==> config.mk <==
export PLATFORM = sky130hd
export DESIGN_NAME = lc_quad_dpll
export DESIGN_NICKNAME = d
export VERILOG_FILES = /design/src/rtl/lcq_dpll_pkg.sv /design/src/rtl/dpll_sense_sync.sv /design/src/rtl/dpll_freq_loop.sv /design/src/rtl/dpll_nco.sv /design/src/rtl/lc_quad_dpll.sv
export SDC_FILE = /design/constraint.sdc
export NUM_CORES = 1
export LEC_CHECK = 0
export CAP_MARGIN = 20
export CORE_ASPECT_RATIO = 1.1
export CORE_MARGIN = 2
export CORE_UTILIZATION = 45
export DETAILED_ROUTE_END_ITERATION = 8
export GPL_TIMING_DRIVEN = 0
export PLACE_DENSITY_LB_ADDON = 0.05
export SYNTH_ARGS = -nofsm -noshare
export SYNTH_HDL_FRONTEND = slang
export SYNTH_SLANG_ARGS = --single-unit
export TNS_END_PERCENT = 20
==> constraint.sdc <==
create_clock -name clk -period 6.9 [get_ports clk]
set_input_delay 1.725 -clock clk [delete_from_list [all_inputs] [get_ports clk]]
set_output_delay 1.725 -clock clk [all_outputs]
set_load 0.03 [all_outputs]
==> src/rtl/lcq_dpll_pkg.sv <==
package lcq_dpll_pkg;

  typedef enum logic [1:0] {
    STEP_HOLD = 2'b00,
    STEP_UP   = 2'b01,
    STEP_DN   = 2'b11
  } step_e;

  // Direction chosen from the detector output(s) and the low-frequency flag.
  // mis_a / mis_b: XOR of zero and quad for the rising / falling sample.
  function automatic step_e pick_step(input logic mis_a, input logic mis_b,
                                      input logic dual, input logic low);
    step_e s;
    if (low)                 s = STEP_UP;
    else if (!dual)          s = mis_a ? STEP_DN : STEP_UP;
    else if (mis_a && mis_b) s = STEP_DN;
    else if (!mis_a && !mis_b) s = STEP_UP;
    else                     s = STEP_HOLD;
    return s;
  endfunction

endpackage

==> src/rtl/dpll_sense_sync.sv <==
module dpll_sense_sync #(
  parameter int SYNC_W    = 2,
  parameter bit DUAL_EDGE = 1'b0
) (
  input  logic clk,
  input  logic rst,
  input  logic sense,
  output logic rise_s,
  output logic fall_s
);

  logic [SYNC_W-1:0] rise_q;

  always_ff @(posedge clk or posedge rst) begin
    if (rst) rise_q <= '0;
    else     rise_q <= (rise_q << 1) | SYNC_W'(sense);
  end

  assign rise_s = rise_q[SYNC_W-1];

  generate
    if (DUAL_EDGE) begin : g_dual
      logic              fall_cap;
      logic [SYNC_W-1:0] fall_q;

      always_ff @(negedge clk or posedge rst) begin
        if (rst) fall_cap <= 1'b0;
        else     fall_cap <= sense;
      end

      always_ff @(posedge clk or posedge rst) begin
        if (rst) fall_q <= '0;
        else     fall_q <= (fall_q << 1) | SYNC_W'(fall_cap);
      end

      assign fall_s = fall_q[SYNC_W-1];
    end else begin : g_single
      assign fall_s = rise_s;
    end
  endgenerate

endmodule

==> src/rtl/dpll_freq_loop.sv <==
module dpll_freq_loop
  import lcq_dpll_pkg::*;
#(
  parameter int FREQ_W    = 16,
  parameter int RANGE_W   = 2,
  parameter int FREQ_NOM  = 1800,
  parameter bit DUAL_EDGE = 1'b0
) (
  input  logic              clk,
  input  logic              rst,
  input  logic              zero_a,
  input  logic              zero_b,
  input  logic              quad_a,
  input  logic              quad_b,
  output logic [FREQ_W-1:0] freq_q,
  output logic              low_q
);

  localparam logic [FREQ_W-1:0] NOM   = FREQ_W'(FREQ_NOM);
  localparam int                OCT   = 2 ** RANGE_W;
  localparam logic [FREQ_W-1:0] FLOOR = NOM >> OCT;
  localparam logic [FREQ_W-1:0] TOP   = '1;

  // Saturating one-count move of the frequency word.
  function automatic logic [FREQ_W-1:0] apply_step(input logic [FREQ_W-1:0] w,
                                                    input step_e s);
    logic [FREQ_W-1:0] r;
    case (s)
      STEP_UP: r = (w == TOP) ? w : w + 1'b1;
      STEP_DN: r = (w == '0)  ? w : w - 1'b1;
      default: r = w;
    endcase
    return r;
  endfunction

  // Named internal events
  logic              mis_a, mis_b;
  step_e             step_w;
  logic [FREQ_W-1:0] next_w;

  assign mis_a  = zero_a ^ quad_a;
  assign mis_b  = zero_b ^ quad_b;
  assign step_w = pick_step(mis_a, mis_b, DUAL_EDGE, low_q);
  assign next_w = apply_step(freq_q, step_w);

  always_ff @(posedge clk or posedge rst) begin
    if (rst) begin
      freq_q <= NOM;
      low_q  <= (NOM < FLOOR);
    end else begin
      freq_q <= next_w;
      low_q  <= (next_w < FLOOR);
    end
  end


  no_wrap_chk: assert property (@(posedge clk) disable iff (rst)
    1'b1 |=> ({1'b0, freq_q} == {1'b0, $past(freq_q)}) ||
             ({1'b0, freq_q} == {1'b0, $past(freq_q)} + 1'b1) ||
             ({1'b0, freq_q} + 1'b1 == {1'b0, $past(freq_q)}));


  floor_chk: assert property (@(posedge clk) disable iff (rst)
    (freq_q < FLOOR) |-> (freq_q == FLOOR - 1'b1));


  low_force_chk: assert property (@(posedge clk) disable iff (rst)
    low_q |=> ({1'b0, freq_q} == {1'b0, $past(freq_q)} + 1'b1));


  low_flag_chk: assert property (@(posedge clk) disable iff (rst)
    low_q == (freq_q < FLOOR));


  sat_chk: assert property (@(posedge clk) disable iff (rst)
    (freq_q == TOP) |=> (freq_q >= TOP - 1'b1));


  ddr_hold_chk: assert property (@(posedge clk) disable iff (rst)
    (DUAL_EDGE && !low_q && (mis_a != mis_b)) |=> $stable(freq_q));

endmodule

==> src/rtl/dpll_nco.sv <==
module dpll_nco #(
  parameter int FREQ_W  = 16,
  parameter int PHASE_W = 16
) (
  input  logic              clk,
  input  logic              rst,
  input  logic [FREQ_W-1:0] word,
  output logic              drive
);

  logic [PHASE_W-1:0] phase_q;

  always_ff @(posedge clk or posedge rst) begin
    if (rst) phase_q <= '0;
    else     phase_q <= phase_q + PHASE_W'(word);
  end

  assign drive = phase_q[PHASE_W-1];


  nco_step_chk: assert property (@(posedge clk) disable iff (rst)
    1'b1 |=> (phase_q == $past(phase_q) + PHASE_W'($past(word))));

endmodule

==> src/rtl/lc_quad_dpll.sv <==
module lc_quad_dpll #(
  parameter int FREQ_W    = 16,
  parameter int PHASE_W   = 16,
  parameter int RANGE_W   = 2,
  parameter int SYNC_W    = 2,
  parameter bit DUAL_EDGE = 1'b0,
  parameter int FREQ_NOM  = 1800
) (
  input  logic              clk,
  input  logic              rst,
  input  logic              sense_zero,
  input  logic              sense_quad,
  output logic              tank_drive,
  output logic [FREQ_W-1:0] freq_word
);

  logic zero_a, zero_b, quad_a, quad_b;
  logic low_flag;

  dpll_sense_sync #(.SYNC_W(SYNC_W), .DUAL_EDGE(DUAL_EDGE)) u_sync_zero (
    .clk(clk), .rst(rst), .sense(sense_zero), .rise_s(zero_a), .fall_s(zero_b));

  dpll_sense_sync #(.SYNC_W(SYNC_W), .DUAL_EDGE(DUAL_EDGE)) u_sync_quad (
    .clk(clk), .rst(rst), .sense(sense_quad), .rise_s(quad_a), .fall_s(quad_b));

  dpll_freq_loop #(
    .FREQ_W(FREQ_W), .RANGE_W(RANGE_W), .FREQ_NOM(FREQ_NOM), .DUAL_EDGE(DUAL_EDGE)
  ) u_loop (
    .clk(clk), .rst(rst),
    .zero_a(zero_a), .zero_b(zero_b), .quad_a(quad_a), .quad_b(quad_b),
    .freq_q(freq_word), .low_q(low_flag));

  dpll_nco #(.FREQ_W(FREQ_W), .PHASE_W(PHASE_W)) u_nco (
    .clk(clk), .rst(rst), .word(freq_word), .drive(tank_drive));


  rst_state_chk: assert property (@(posedge clk)
    rst |=> (freq_word == FREQ_W'(FREQ_NOM)) && !tank_drive);

endmodule

==> results.txt, run 1 <==
top cells by area, synth -> dfrtp_1 (33%), ha_1 (8.5%), xnor2_1 (5.9%)
power density over the cells -> 129 mW/mm^2
total power -> 0.373 mW
Tot GR Track Use -> 20.8%
storage element area -> 931 sq um
cts bufs inserted -> 5
# rows -> 28
post-route DRC violation count -> 0
die area -> 0.00619 sq mm
highest clock rate -> 300 MHz
Post-synth ARST share -> 100%
CTS resizes -> 0
CTS tree -> built
worst slack at placement -> 3.82 ns
critical path class -> flop to output port
Seq/Total Area, Yosys -> 37.1%
power share of the combinational group -> 1.9%
Multi-input gate area -> 0.00146 sq mm
Post-synth EDFFs -> 0
Slowest cell on crit path -> clkdlybuf4s50_1
minimum clock period after layout -> 3.33 ns
Post-Syn Area -> 0.00251 sq mm
Slew Limit Fails -> 0
post-DP HPWL -> 4280 um
worst-path maximum fanout -> 9
total gr overflow -> 0
YS warnings -> 0
share of post-route cells with drive strength above 1 -> 7.67%
DIE HEIGHT -> 82.3 um
Hold Violations, Final -> 0
Via Count -> 2129
clock-pin slew on the worst setup and hold paths -> 0.07 ns
DRT Pass-1 Iters -> 4
first-pass GRT wire length -> 9700 um
status -> complete, no violations
Slew Limit Headroom -> 47.8%
max cap viols -> 0
worst vdd ir -> 0.0722 mV
crit path cell chain -> clkdlybuf4s50_1
FILL cells -> 535
unrepaired setup endpoints after global routing -> no
core area -> 0.00540 sq mm
Switching Fraction -> 21.7%
Layout area overhead -> 14.9%
vias in the first global route -> 1975
min-delay worst type -> flop to flop
area leader, netlist -> dfrtp_1
final worst setup slack -> 3.57 ns
top-count cell post-synth -> dfrtp_1
initial antenna violation count -> 0
clock skew -> 0.00454 ns
Final nets -> 321
I/O pin count -> 21
wire per inst -> 15.3 um
syn nets -> 294
die width -> 75.2 um
final setup TNS -> 0 ns
worst stage delay on the critical path -> 0.70 ns
final wirelength -> 5730 um
Worst Path Buf+Inv -> 1
Internal -> 0.292 mW
CP Launch Type -> flop
post-route antenna net violation count -> 0
synthesized area per cell -> 9.22 sq um
largest buffer count on any clock path -> 2
most common library cells after synthesis -> dfrtp_1 (33), nand2_1 (20), nor2_1 (20)
Ant. Diodes -> 0
Hold Slack -> 0.349 ns
H-tree Lvls -> 2
final core occ -> 53.4%
# setup viols final -> 0
PortBufs -> 20
Post-synth top flop -> dfrtp_1
routed vias/inst -> 5.68
Final Cycle Share -> 48.3%
FF+latch count, synth -> 37
Final Wtd Congestion -> 0.879
cts hold-fix bufs -> 0
CP delay by family, top -> buffers and inverters
CP required -> 5.18 ns
post-synthesis instance total -> 272
Setup Buffers After CTS -> 0
slew of the pin with the lowest slew margin -> 0.782 ns
clock power share -> 39.4%
starting density of the core -> 46.5%
data arrival time of the worst path -> 1.61 ns
pin count of the biggest net entering global routing -> 38
leak pwr -> 1.20 nW
clock latency on the worst-skew pair -> 0.29 ns
post-synthesis cell type count -> 62
Clock Sinks -> 37
share of the synthesized area in the top cell type -> 32.9%
Seq pwr share -> 58.7%
Worst setup EP type -> output port
root buf cell -> clkbuf_8
initial DRC count -> 103
P_sw -> 0.0808 mW
-- path summary, 6_finish.rpt --
path                                  startpoint                    end  slack [ns]  cells past startpoint
max reg2reg                     u_loop.freq_q[1]           u_loop.low_q        3.79                     10
min reg2reg                u_sync_quad.rise_q[0]  u_sync_quad.rise_q[1]        0.35                      0
max in group asynchronous                    rst  u_sync_zero.rise_q[1]        4.50                      2
max                             u_loop.freq_q[9]           freq_word[9]        3.57                      1
min in group asynchronous                    rst       u_nco.phase_q[3]        1.90                      2
min                        u_sync_quad.rise_q[0]  u_sync_quad.rise_q[1]        0.35                      0
-- cell families after synthesis --
group                    after synthesis  share of synthesized area [%]
AO/OA/AOI/OAI                         66                           18.6
XOR/XNOR                              22                           7.68
adder cells (fa/ha/maj)               18                           9.28
buffers and inverters                 27                           4.49
flip-flops                            37                           37.1
multiplexers                           3                           1.25
AND/OR/NAND/NOR                       99                           21.6
-- power by group through the flow --
| stage | clock [mW] | sequential, mW | combinational (mW) |
|---|---|---|---|
| 2_1_floorplan | 0 | 0.223 | 0.00421 |
| 3_3_place_gp | 0 | 0.223 | 0.00741 |
| 3_5_place_dp | 0 | 0.223 | 0.00756 |
| 4_1_cts | 0.150 | 0.219 | 0.00757 |
| 5_1_grt | 0.163 | 0.219 | 0.00854 |
| 6_report | 0.147 | 0.219 | 0.00711 |
-- final cells by class --
cell class	instances	share of cell area [%]
Tap cell	75	3.26
Buffer	11	1.82
Clock buffer	8	2.78
Sequential cell	37	32.3
Multi-Input combinational cell	208	50.8
Timing Repair Buffer	20	6.95
Inverter	16	2.08
-- metal layers --
metal,global-route usage [%],wire (um)
met5,0,0
met4,5.96,68
met3,4.25,200
met2,34.6,2740
met1,27.4,2720
-- metrics by stage --
step / cells / area (sq um)
2_1_floorplan: 272 / 2510
3_3_place_gp: 367 / 2800
3_5_place_dp: 367 / 2800
4_1_cts: 375 / 2880
5_1_grt: 375 / 2880
6_report: 375 / 2880
-- state kept, by name (all words and copies together), names as in the netlist --
signal and count:
u_loop.low_q 1, u_sync_zero.rise_q 2, u_sync_quad.rise_q 2, u_nco.phase_q 16, u_loop.freq_q 16
-- layout by cell type, fill, tap and decap left out, types with 2 or more instances in the layout --
cell and count:
a211o_1 2, a211oi_1 3, a21o_1 7, a21oi_1 12, a2bb2oi_1 2, a31oi_1 5, and2_1 3, and3_1 3
buf_2 3, clkbuf_1 10, clkbuf_8 5, clkdlybuf4s50_1 20, dfrtp_1 33, dfstp_2 4, ha_1 17, inv_1 15
mux2i_1 2, nand2_1 20, nand2b_1 2, nand3_1 8, nand4_1 10, nor2_1 20, nor3_1 8, nor3b_1 3
nor4_1 7, nor4b_1 2, o211ai_1 2, o21ai_0 9, o311ai_0 2, o31ai_1 2, or2_2 2, or3_1 4
xnor2_1 17, xor2_1 5
No activity file was read; power rests on OpenSTA's default activity.
==> run 2: changes to the inputs <==
==> constraint.sdc (replaced) <==
create_clock -name clk -period 3.3 [get_ports clk]
set_input_delay 0.825 -clock clk [delete_from_list [all_inputs] [get_ports clk]]
set_output_delay 0.825 -clock clk [all_outputs]
set_load 0.03 [all_outputs]
==> run 2 against run 1 <==
  * Non-clock buffer count rose by 1
  * Global-route usage did not move
  * Clock power rose by 110%
  * Critical path depth rose by 9
  * Power rose by 110%
  * Sequential cell count did not move
  * Highest routed layer unchanged
==> results.txt, run 2 (same netlist as run 1, synthesis figures left out) <==
I/O pin count -> 21
clock-pin slew on the worst setup and hold paths -> 0.07 ns
Final Wtd Congestion -> 0.879
minimum clock period after layout -> 3.00 ns
data arrival time of the worst path -> 3.22 ns
slew of the pin with the lowest slew margin -> 0.771 ns
core area -> 0.00540 sq mm
most common library cell in the layout ignoring fill and taps -> dfrtp_1
Final nets -> 322
Via Count -> 2132
power share of the combinational group -> 1.9%
Worst setup EP type -> flop
first-pass GRT wire length -> 9700 um
cts bufs inserted -> 5
unrepaired setup endpoints after global routing -> no
Clock Sinks -> 37
Slew Limit Headroom -> 48.5%
max cap viols -> 0
starting density of the core -> 46.5%
FILL cells -> 533
CP required -> 3.52 ns
worst vdd ir -> 0.157 mV
final wirelength -> 5750 um
critical path class -> flop to flop
initial antenna violation count -> 0
Critical Path Start -> u_loop.freq_q[1]
clock latency on the worst-skew pair -> 0.29 ns
CP Launch Type -> flop
Hold Violations, Final -> 0
dpl cell area -> 0.00280 sq mm
fin area -> 0.00289 sq mm
share of post-route cells with drive strength above 1 -> 8.64%
commonest cells after routing, fill and taps aside -> dfrtp_1 (33), nor2_1 (20), nand2_1 (20), clkdlybuf4s50_1 (20), xnor2_1 (17)
leak pwr -> 1.20 nW
Ant. Diodes -> 0
pin count of the biggest net entering global routing -> 38
largest buffer count on any clock path -> 2
root buf cell -> clkbuf_8
storage element area -> 931 sq um
fin cells -> 376
worst-path maximum fanout -> 8
Layout area overhead -> 15.3%
Internal -> 0.611 mW
Hold Slack -> 0.349 ns
DIE HEIGHT -> 82.3 um
PortBufs -> 20
P_sw -> 0.169 mW
initial DRC count -> 93
final core occ -> 53.6%
final setup TNS -> 0 ns
power density over the cells -> 270 mW/mm^2
Largest regs -> u_loop.freq_q x16, u_nco.phase_q x16
Slew Limit Fails -> 0
CTS tree -> built
Multi-input gate area -> 0.00147 sq mm
routed vias/inst -> 5.67
die area -> 0.00619 sq mm
min-delay worst type -> flop to flop
clock power share -> 39.4%
status -> complete, no violations
Final Cycle Share -> 90.9%
post-DP HPWL -> 4280 um
wire per inst -> 15.3 um
vias in the first global route -> 1975
clock skew -> 0.00492 ns
total gr overflow -> 0
H-tree Lvls -> 2
Tot GR Track Use -> 20.8%
Reg-to-Reg Start -> u_loop.freq_q[1]
post-route DRC violation count -> 0
Switching Fraction -> 21.6%
# setup viols final -> 0
post-route antenna net violation count -> 0
Seq pwr share -> 58.7%
# rows -> 28
die width -> 75.2 um
highest clock rate -> 333 MHz
Cells after DPL -> 367
Hold Startpoint -> u_sync_quad.rise_q[0]
DRT Pass-1 Iters -> 4
==> run 2: cell type report <==
class | count | share of cell area, %
clock buffer | 8 | 2.77
multi-input combinational | 208 | 50.7
tap | 75 | 3.25
inverter | 16 | 2.08
buffer | 11 | 1.82
sequential | 37 | 32.2
timing repair buffer | 21 | 7.18
==> run 2: worst max-delay path: stages (launching register included) <==
cell and delay (ns):
dfrtp_1 0.42, clkbuf_1 0.21, inv_2 0.14, ha_2 0.22, or3b_1 0.41, or4_1 0.53, nor3_1 0.17, a2bb2oi_1 0.10
xnor2_1 0.15, nor4_1 0.33, and4b_1 0.25
==> run 2: through the flow <==
stage	total power [mW]	setup WS [ns]
6_report	0.779	0.300
4_1_cts	0.788	0.177
3_3_place_gp	0.481	0.187
3_5_place_dp	0.482	0.222
5_1_grt	0.817	0.0124
2_1_floorplan	0.474	0.495
==> run 2: path summary, 6_finish.rpt <==
kind | end | slack (ns) | cells past startpoint
min reg2reg | u_sync_quad.rise_q[1] | 0.35 | 0
max reg2reg | u_loop.low_q | 0.30 | 10
min in group asynchronous | u_nco.phase_q[4] | 1.00 | 2
max in group asynchronous | u_sync_zero.rise_q[1] | 1.81 | 2
max | u_loop.low_q | 0.30 | 10
min | u_sync_quad.rise_q[1] | 0.35 | 0
==> run 2: per-layer routing <==
layer  GRT usage, %  up-vias  routed length, um
met1           27.4     1026               2760
met4           5.96        0                 68
met5              0        -                  0
met3           4.25        6                158
li1               -     1066                  -
met2           34.6       34               2750
==> run 2: what timing repair did <==
item / CTS / global route
gates resized for setup: 0 / 2
setup buffers: 0 / 1
setup endpoints to repair: 0 / 1
hold buffers: 0 / 0
==> run 2: power groups by stage <==
stage               combinational [mW]  sequential (mW)  clock, mW
floorplan                      0.00880            0.466          0
global placement                0.0155            0.466          0
detailed placement              0.0158            0.466          0
CTS                             0.0158            0.457      0.315
global route                    0.0179            0.457      0.341
finish                          0.0147            0.457      0.307
==> run 3: changes to the inputs <==
--- a/config.mk
+++ b/config.mk
@@ -11,6 +11,7 @@
 export CORE_UTILIZATION = 45
 export DETAILED_ROUTE_END_ITERATION = 8
 export GPL_TIMING_DRIVEN = 0
+export MAX_ROUTING_LAYER = met4
 export PLACE_DENSITY_LB_ADDON = 0.05
 export SYNTH_ARGS = -nofsm -noshare
 export SYNTH_HDL_FRONTEND = slang
==> run 3 against run 2 <==
  * Combinational power about the same
  * Power about the same
  * First-iteration DRC count increased by 1.1%
  * Sequential power about the same
  * Sequential cell count unchanged
==> results.txt, run 3 (same netlist as run 1, synthesis figures left out) <==
status -> complete, no violations
core area -> 0.00540 sq mm
H-tree Lvls -> 2
die width -> 75.2 um
share of post-route cells with drive strength above 1 -> 8.64%
met2 global-route usage -> 34.7%
cts bufs inserted -> 5
vias in the first global route -> 1971
pin count of the biggest net entering global routing -> 38
Worst R2R Setup Slack -> 0.28 ns
CP delay by family, top -> simple AND/OR/NAND/NOR gates
FILL cells -> 533
Seq pwr share -> 58.6%
Worst Path Buf+Inv -> 2
Hold Violations, Final -> 0
CP Launch Type -> flop
Final nets -> 322
Clock Sinks -> 37
I/O pin count -> 21
min-delay worst type -> flop to flop
final core occ -> 53.6%
crit path cell chain -> clkbuf_1 > inv_2 > ha_2 > or3b_1 > or4_1 > nor3_1 > a2bb2oi_1 > xnor2_1 > nor4_1 > and4b_1
starting density of the core -> 46.5%
largest buffer count on any clock path -> 2
routed vias/inst -> 5.69
wire per inst -> 15.3 um
CTS tree -> built
met3 usage -> 4.25%
initial antenna violation count -> 0
Final Cycle Share -> 91.5%
power density over the cells -> 270 mW/mm^2
Largest regs -> u_loop.freq_q x16, u_nco.phase_q x16
initial DRC count -> 94
Slowest cell on crit path -> or4_1
most common library cell in the layout ignoring fill and taps -> dfrtp_1
minimum clock period after layout -> 3.02 ns
Final Wtd Congestion -> 0.894
crit path capture -> u_loop.low_q
unrepaired setup endpoints after global routing -> no
Via Count -> 2139
commonest cells after routing, fill and taps aside -> dfrtp_1 (33), nor2_1 (20), nand2_1 (20), clkdlybuf4s50_1 (20), xnor2_1 (17)
Worst Reg-to-Reg Cells -> 10
M1 GR Usage -> 27.4%
Most Crowded Layer GR -> met2
Critical Path Start -> u_loop.freq_q[1]
leak pwr -> 1.20 nW
reg2reg end -> u_loop.low_q
Slew Limit Headroom -> 47.3%
post-DP HPWL -> 4280 um
P_sw -> 0.169 mW
highest clock rate -> 331 MHz
clock latency on the worst-skew pair -> 0.29 ns
Hold Slack -> 0.348 ns
total gr overflow -> 0
Worst setup EP type -> flop
Tot GR Track Use -> 21.4%
data arrival time of the worst path -> 3.24 ns
final setup TNS -> 0 ns
# setup viols final -> 0
Layout area overhead -> 15.3%
power share of the combinational group -> 1.9%
clock skew -> 0.00668 ns
worst stage delay on the critical path -> 0.53 ns
final wirelength -> 5750 um
post-route antenna net violation count -> 0
Slew Limit Fails -> 0
DRT Pass-1 Iters -> 4
Internal -> 0.611 mW
Reg-to-Reg Start -> u_loop.freq_q[1]
max cap viols -> 0
root buf cell -> clkbuf_8
worst-path maximum fanout -> 8
# rows -> 28
DIE HEIGHT -> 82.3 um
clock-pin slew on the worst setup and hold paths -> 0.07 ns
first-pass GRT wire length -> 9690 um
die area -> 0.00619 sq mm
critical path class -> flop to flop
post-route DRC violation count -> 0
CP required -> 3.53 ns
worst vdd ir -> 0.157 mV
Switching Fraction -> 21.7%
slew of the pin with the lowest slew margin -> 0.790 ns
Ant. Diodes -> 0
CP Depth -> 10
PortBufs -> 20
clock power share -> 39.5%
## run 3: power by group through the flow
stage	registers [mW]	logic (mW)	clock network [mW]
after floorplan	0.466	0.00880	0
after global placement	0.466	0.0155	0
after detailed placement	0.466	0.0158	0
after CTS	0.457	0.0158	0.315
after global routing	0.457	0.0179	0.341
final	0.457	0.0149	0.308
## run 3: layout make-up
| type | instances | area, sq um | area share [%] |
|---|---|---|---|
| Inverter | 16 | 60.1 | 2.08 |
| Sequential cell | 37 | 931 | 32.2 |
| Clock buffer | 8 | 80.1 | 2.77 |
| Buffer | 11 | 52.6 | 1.82 |
| Timing Repair Buffer | 21 | 208 | 7.18 |
| Multi-Input combinational cell | 208 | 1470 | 50.7 |
| Tap cell | 75 | 93.8 | 3.25 |
## run 3: through the flow
step	area [sq um]	setup WS [ns]	total power [mW]	cells
after floorplan	2510	0.495	0.474	272
after global placement	2800	0.187	0.481	367
after detailed placement	2800	0.222	0.482	367
after CTS	2880	0.177	0.788	375
after global routing	2890	0.0124	0.817	376
final	2890	0.281	0.780	376
## run 3: worst min path at each step
stage,endpoint,depth (start not counted),startpoint
floorplan,u_sync_quad.rise_q[1],0,u_sync_quad.rise_q[0]
global placement,u_sync_quad.rise_q[1],0,u_sync_quad.rise_q[0]
detailed placement,u_sync_quad.rise_q[1],0,u_sync_quad.rise_q[0]
CTS,u_sync_quad.rise_q[1],0,u_sync_quad.rise_q[0]
global route,u_sync_quad.rise_q[1],0,u_sync_quad.rise_q[0]
finish,u_sync_quad.rise_q[1],0,u_sync_quad.rise_q[0]
## run 3: per-layer routing
metal,wire length (um),up-vias
met3,188,11
li1,-,1065
met5,0,-
met2,2690,46
met1,2760,1017
met4,112,0
## run 3: repair_timing
action / in CTS / in global routing
resized for setup: 0 / 2
hold buffers: 0 / 0
endpoints found under the setup margin: 0 / 1
buffers inserted: 0 / 1
hold endpoints to repair: 0 / 0
## run 3: worst register-to-register path, cell delays in order (launching register included)
cell	delay [ns]
dfrtp_1	0.42
clkbuf_1	0.22
inv_2	0.14
ha_2	0.22
or3b_1	0.41
or4_1	0.53
nor3_1	0.17
a2bb2oi_1	0.10
xnor2_1	0.15
nor4_1	0.35
and4b_1	0.25
